## src/rtl/sbyte_path.sv

```systemverilog
module sbyte_path #(
  parameter int DW = 8
) (
  input  logic          clk,
  input  logic          rst_n,
  input  logic          cpu_wr,
  input  logic          cpu_rd,
  input  logic [1:0]    cpu_sel,
  input  logic [DW-1:0] cpu_wdata,
  output logic [DW-1:0] cpu_rdata,
  input  logic          shift_en,
  input  logic          ser_in,
  input  logic          start_pulse,
  input  logic          byte_done,
  output logic          ser_out,
  output logic          addr_match,
  output logic          tx_empty,
  output logic          rx_full
);
  localparam logic [1:0] SEL_ADR = 2'd0;
  localparam logic [1:0] SEL_TX = 2'd1;
  localparam logic [1:0] SEL_RX = 2'd2;
  localparam logic [1:0] SEL_MODE = 2'd3;
  localparam logic [DW-1:0] ONES = '1;

  logic [DW-1:0] adr_q, hold_q, rx_q, sh_q;
  logic [1:0]    mode_q;
  logic          pend_q, idle_q, first_q, match_q, full_q;

  function automatic logic [DW-1:0] flip(input logic [DW-1:0] v);
    logic [DW-1:0] r;
    for (int i = 0; i < DW; i++) r[i] = v[DW-1-i];
    return r;
  endfunction

  wire lsb_first = mode_q[0];
  wire slave_en  = mode_q[1];
  wire fmt_sync  = adr_q[0];
  wire wr_tx     = cpu_wr && cpu_sel == SEL_TX;
  wire rd_rx     = cpu_rd && cpu_sel == SEL_RX;
  wire load      = pend_q && (idle_q || byte_done) && !wr_tx;
  wire [DW-1:0] rx_next = lsb_first ? flip(sh_q) : sh_q;

  always_ff @(posedge clk or negedge rst_n) begin
    if (!rst_n) begin
      adr_q  <= '0;
      mode_q <= '0;
      hold_q <= ONES;
    end else if (cpu_wr) begin
      case (cpu_sel)
        SEL_ADR:  adr_q  <= cpu_wdata;
        SEL_TX:   hold_q <= lsb_first ? flip(cpu_wdata) : cpu_wdata;
        SEL_MODE: mode_q <= cpu_wdata[1:0];
        default:  ;
      endcase
    end
  end

  always_ff @(posedge clk or negedge rst_n) begin
    if (!rst_n) begin
      sh_q   <= ONES;
      idle_q <= 1'b1;
      pend_q <= 1'b0;
    end else begin
      if (load) sh_q <= hold_q;
      else if (shift_en && !byte_done) sh_q <= {sh_q[DW-2:0], ser_in};
      if (load) idle_q <= 1'b0;
      else if (byte_done) idle_q <= 1'b1;
      if (wr_tx) pend_q <= 1'b1;
      else if (load) pend_q <= 1'b0;
    end
  end

  always_ff @(posedge clk or negedge rst_n) begin
    if (!rst_n) begin
      rx_q   <= ONES;
      full_q <= 1'b0;
    end else begin
      if (byte_done) rx_q <= rx_next;
      if (byte_done) full_q <= 1'b1;
      else if (rd_rx) full_q <= 1'b0;
    end
  end

  always_ff @(posedge clk or negedge rst_n) begin
    if (!rst_n) begin
      first_q <= 1'b0;
      match_q <= 1'b0;
    end else if (start_pulse) begin
      first_q <= 1'b1;
      match_q <= 1'b0;
    end else if (byte_done && first_q) begin
      first_q <= 1'b0;
      match_q <= rx_next[DW-1:1] == adr_q[DW-1:1];
    end
  end

  always_comb begin
    case (cpu_sel)
      SEL_ADR: cpu_rdata = adr_q;
      SEL_TX:  cpu_rdata = hold_q;
      SEL_RX:  cpu_rdata = rx_q;
      default: cpu_rdata = {{(DW-2){1'b0}}, mode_q};
    endcase
  end

  assign ser_out    = idle_q ? 1'b1 : sh_q[DW-1];
  assign addr_match = match_q && slave_en && !fmt_sync;
  assign tx_empty   = !pend_q;
  assign rx_full    = full_q;
endmodule

```

## config.mk

```make
export PLATFORM = sky130hd
export DESIGN_NAME = sbyte_path
export DESIGN_NICKNAME = d
export VERILOG_FILES = /design/src/rtl/sbyte_path.sv
export SDC_FILE = /design/constraint.sdc
export NUM_CORES = 1
export LEC_CHECK = 0
export BUFFER_PORTS_ARGS = -buffer_cell sky130_fd_sc_hd__buf_4
export CORE_ASPECT_RATIO = 0.5
export CORE_MARGIN = 2
export CORE_UTILIZATION = 30
export CTS_CLUSTER_DIAMETER = 30
export DETAILED_ROUTE_END_ITERATION = 8
export PLACE_DENSITY = 0.52
export SLEW_MARGIN = 25
export SYNTH_ARGS = -nofsm -noshare
export SYNTH_HDL_FRONTEND = slang
export SYNTH_SLANG_ARGS = --single-unit
```

## constraint.sdc

```tcl
create_clock -name clk -period 3.45 [get_ports clk]
set_input_delay 0.5175 -clock clk [delete_from_list [all_inputs] [get_ports clk]]
set_output_delay 0.5175 -clock clk [all_outputs]
set_load 0.005 [all_outputs]
```

# Word level (Yosys, flattened, before mapping)

Cells that the tools add are included.

Register bits: 39
Input port bits: 18
Logic and storage cells: 52

Equal/unequal tests: 4
Mux-type cells: 16
Reduce and logical (&&, ||, !) cells: 22

Operators with widths:

| kind               | number |
|---|---|
| $mux 8             | 4 |
| $pmux 8 s3         | 1 |
| $mux 1             | 11 |
| $reduce_bool 2->1  | 5 |
| $logic_and 1x1->1  | 8 |
| $eq 7x7->1         | 1 |
| $reduce_and 2->1   | 3 |
| $eq 2x2->1 const B | 2 |
| $logic_not 1->1    | 4 |
| $eq 2x1->1 const B | 1 |
| $logic_not 2->1    | 1 |
| $logic_or 1x1->1   | 1 |

# Logic depth before layout (Yosys ltp)

Word-level depth: 6
Gate-level depth with buffers: 5

# Worst setup path after synthesis

OpenSTA, ideal clock, no wires.

Path kind: input -> output
From: input port cpu_sel[0]
To: output port cpu_rdata[1]
Data arrival time: 1.176 ns
Required time: 2.932 ns
Slack: 1.757 ns
Stages: 2
Buffers on the path: 1
Cells stage by stage: buf_2 -> mux4_2

Cells in the longest elaborated chain, start to end: 2

RTL lines:

| element                                  | RTL line | text |
|---|---|---|
| from (decl)                              | 8        | `input logic [1:0] cpu_sel,` |
| $eq 2x2->1, or another cell as far along | 99       | `case (cpu_sel)` |
| $pmux 8 s3 *                             | 99       |  |
| to (decl)                                | 10       | `output logic [DW-1:0] cpu_rdata,` |

Mark *: on every way between the ends. The rest lies on a longest branch, timed or not.

# Worst setup path after layout

From: register mode_q[0]
To: output port cpu_rdata[0]

Cells in the longest elaborated chain, start to end: 1

RTL lines:

| element                | RTL line | text |
|---|---|---|
| from (decl)            | 27       | `logic [1:0] mode_q;` |
| from (signal assigned) | 53       | `SEL_MODE: mode_q <= cpu_wdata[1:0];` |
| $pmux 8 s3             | 99       |  |

No other way between the ends.

==> summary.md <==
| Metric | Value |
|---|---|
| First drt pass iteration count | `4` |
| # hold bufs at CTS | `0` |
| Power, Total | `1.69 mW` |
| H-tree levels | `2` |
| Fin. max-slew vios | `0` |
| Port buffer count | `29` |
| Postcts setup bufs | `0` |
| Gr usage total | `13.5%` |
| CTS Buf Count | `5` |
| Synthesis-stage register bit count | `39` |
| Global-route wire length before repair | `8.43 mm` |
| Mapped Nets | `228` |
| Internal | `1.19 mW` |
| Largest net degree at the start of global routing | `40` |
| Final setup fails | `0` |
| CP max stage cell | `dfrtp_1` |
| Fin crit period | `2.20 ns` |
| WP data required | `2.93 ns` |
| Maxcap violations | `0` |
| Slew headroom | `34.7%` |
| Fin crit share | `63.9%` |
| Share of cells above drive strength 1 | `29.1%` |
| Multi-input gate area | `1100 µm²` |
| Die width | `125 µm` |
| Avg WL per Cell | `15.7 µm` |
| Initial antenna violation count | `0` |
| Most frequent cells after synthesis | `mux2i_1 (29), dfstp_2 (25), nand2_1 (21), nor2_1 (21), o21ai_0 (20)` |
| Crit Path Category | `reg2out` |
| Clock root buffer | `clkbuf_16` |
| Max FO, Critical Path | `17` |
| Chip height | `64.5 µm` |
| Antenna Violating Nets Remaining | `0` |
| Post-DP HPWL | `3.56 mm` |
| Worst-path clk slew | `0.06 ns` |
| Core ar. | `6880 µm²` |
| Ys async rst share | `100%` |
| Total congestion overflow | `0` |
| Sw Share | `29.5%` |
| # diodes | `0` |
| Pwr/cell area | `645 nW/µm²` |
| Top delay family on crit path | `flip-flops` |
| # resized after CTS | `0` |
| Clk_skew | `0.00475 ns` |
| I/O pins | `30` |
| Gpl congestion | `0.723` |
| Crit path cell chain | `mux4_2 -> buf_4` |
| Fillers | `709` |
| Critical Path AT | `1.69 ns` |
| Clock Tree Buf Depth | `2` |
| Top-count cell post-synth | `mux2i_1` |
| Post-Syn Instances | `210` |
| Sequential element share of the synthesized area | `45.9%` |
| Sw Pwr | `0.498 mW` |
| Mapped Area | `2200 µm²` |
| Peak VDD IR | `0.225 mV` |
| Area Overhead vs Synth | `19.3%` |
| Via/cell ratio | `4.98` |
| Site row count | `21` |
| Clock sinks | `39` |
| Vias in the first global route | `1618` |
| Worst path max stage delay | `0.66 ns` |
| Ys flop type | `dfstp_2` |
| Layout Utilization | `38.1%` |
| Lkg Pwr | `1.12 nW` |
| Worst-Skew Late Latency | `0.28 ns` |
| Sequential share of power | `46.8%` |
| DRC Markers | `0` |
| Synth Area per Inst | `10.5 µm²` |
| Total Wirelength | `5.12 mm` |
| CTS tree | `built` |
| Slew @ Worst Pin | `0.978 ns` |
| Vias post-DR | `1625` |
| Setup_tns | `0 ns` |
| Worst hold path type | `in2async` |
| EDFF count, synth | `0` |
| Post-synth top area cell | `dfstp_2` |
| Status | `finished, final reports clean` |
| Starting Density | `31.9%` |
| Count of different cell masters after synthesis | `36` |
| Clk pwr share | `30.8%` |
| Design Area, Final | `2620 µm²` |
| Hold Fails Final Rpt | `0` |
| RSZ-0062 raised after global routing | `no` |
| Cell Area, Placed | `2460 µm²` |
| Ranking of synthesized cells by area | `dfstp_2 (30%), dfrtp_1 (16%), mux2i_1 (13%)` |
| Combinational share of power | `22.4%` |
| Fmax | `454 MHz` |
| DRT iter0 DRCs | `74` |
| Crit. End Element | `primary output` |
| Total die area | `8060 µm²` |
| Crit start category | `register` |
| Buf/Inv on CP | `1` |
| Post-synth top area share | `29.9%` |
| Syn. warnings | `0` |
| Register Area | `1010 µm²` |
| Nets | `251` |
## metal layers
metal	part of all wire [%]	track usage, %	routed length, µm	vias to the layer above
met5	0	0	0	-
li1	-	-	-	800
met3	4.4	2.97	225	7
met4	1.1	3.75	55	0
met2	42	20.8	2180	30
met1	52	19.4	2670	788
## flip-flops by register name, indices dropped and copies added (netlist names)
name and flops:
adr_q 8, first_q 1, hold_q 8, idle_q 1, match_q 1, mode_q 2
pend_q 1, rx_full 1, rx_q 8, sh_q 8
## kinds of logic (layout without fill, tap and decap cells)
| family | count (synthesis) | count (layout) | share of synthesized area [%] |
|---|---|---|---|
| AO/OA/AOI/OAI | 45 | 45 | 11.4 |
| XOR/XNOR | 1 | 1 | 0.399 |
| buffers and inverters | 16 | 40 | 3.93 |
| flip-flops | 39 | 39 | 45.9 |
| multiplexers | 42 | 42 | 21.4 |
| AND/OR/NAND/NOR | 67 | 67 | 17.0 |
## cell type report
class,count,area share (%)
Clock buffer,7,5.06
Clock inverter,1,1.15
Inverter,2,0.287
Multi-Input combinational cell,155,42.1
Sequential cell,39,38.4
Tap cell,92,4.39
Timing Repair Buffer,30,8.60
## cell usage in the layout (no fill, tap or decap), types with 2 or more instances in the layout
master	Yosys	layout
nand3b_2	2	2
o21ai_0	20	20
a21oi_1	18	18
nor4bb_1	8	8
buf_4	2	30
mux4_2	2	2
nor2b_1	2	2
nor3_1	2	2
dfrtp_1	14	14
mux2_1	10	10
inv_1	2	2
clkbuf_16	0	5
dfstp_2	25	25
nand3b_1	2	2
mux2i_1	29	29
clkbuf_1	1	2
and2_1	2	2
nor2_1	21	21
and3b_1	2	2
nand2_1	21	21
## path summary, 6_finish.rpt
path / start / end / slack [ns] / depth (start not counted)
worst max-delay path: mode_q[0] / cpu_rdata[0] / 1.25 / 2
worst min-delay path: rst_n / mode_q[1] / 0.21 / 1
worst max register to register: mode_q[0] / match_q / 1.29 / 5
worst min register to register: first_q / first_q / 0.48 / 1
max in group asynchronous: rst_n / hold_q[4] / 2.87 / 1
min in group clk: start_pulse / first_q / 0.44 / 2
## per-stage QoR
step	setup WS, ns	std cells	hold slack [ns]
floorplan	1.76	210	0.222
global placement	1.31	318	0.463
detailed placement	1.30	318	0.469
CTS	1.22	326	0.222
global route	1.16	326	0.244
finish	1.25	326	0.211
## power groups by stage
stage / combinational [mW] / sequential [mW] / clock [mW]
4_1_cts: 0.383 / 0.790 / 0.532
3_5_place_dp: 0.382 / 0.796 / 0
5_1_grt: 0.427 / 0.816 / 0.551
6_report: 0.378 / 0.791 / 0.520
3_3_place_gp: 0.374 / 0.792 / 0
2_1_floorplan: 0.335 / 0.702 / 0
Power figures use the tool's default switching activity.
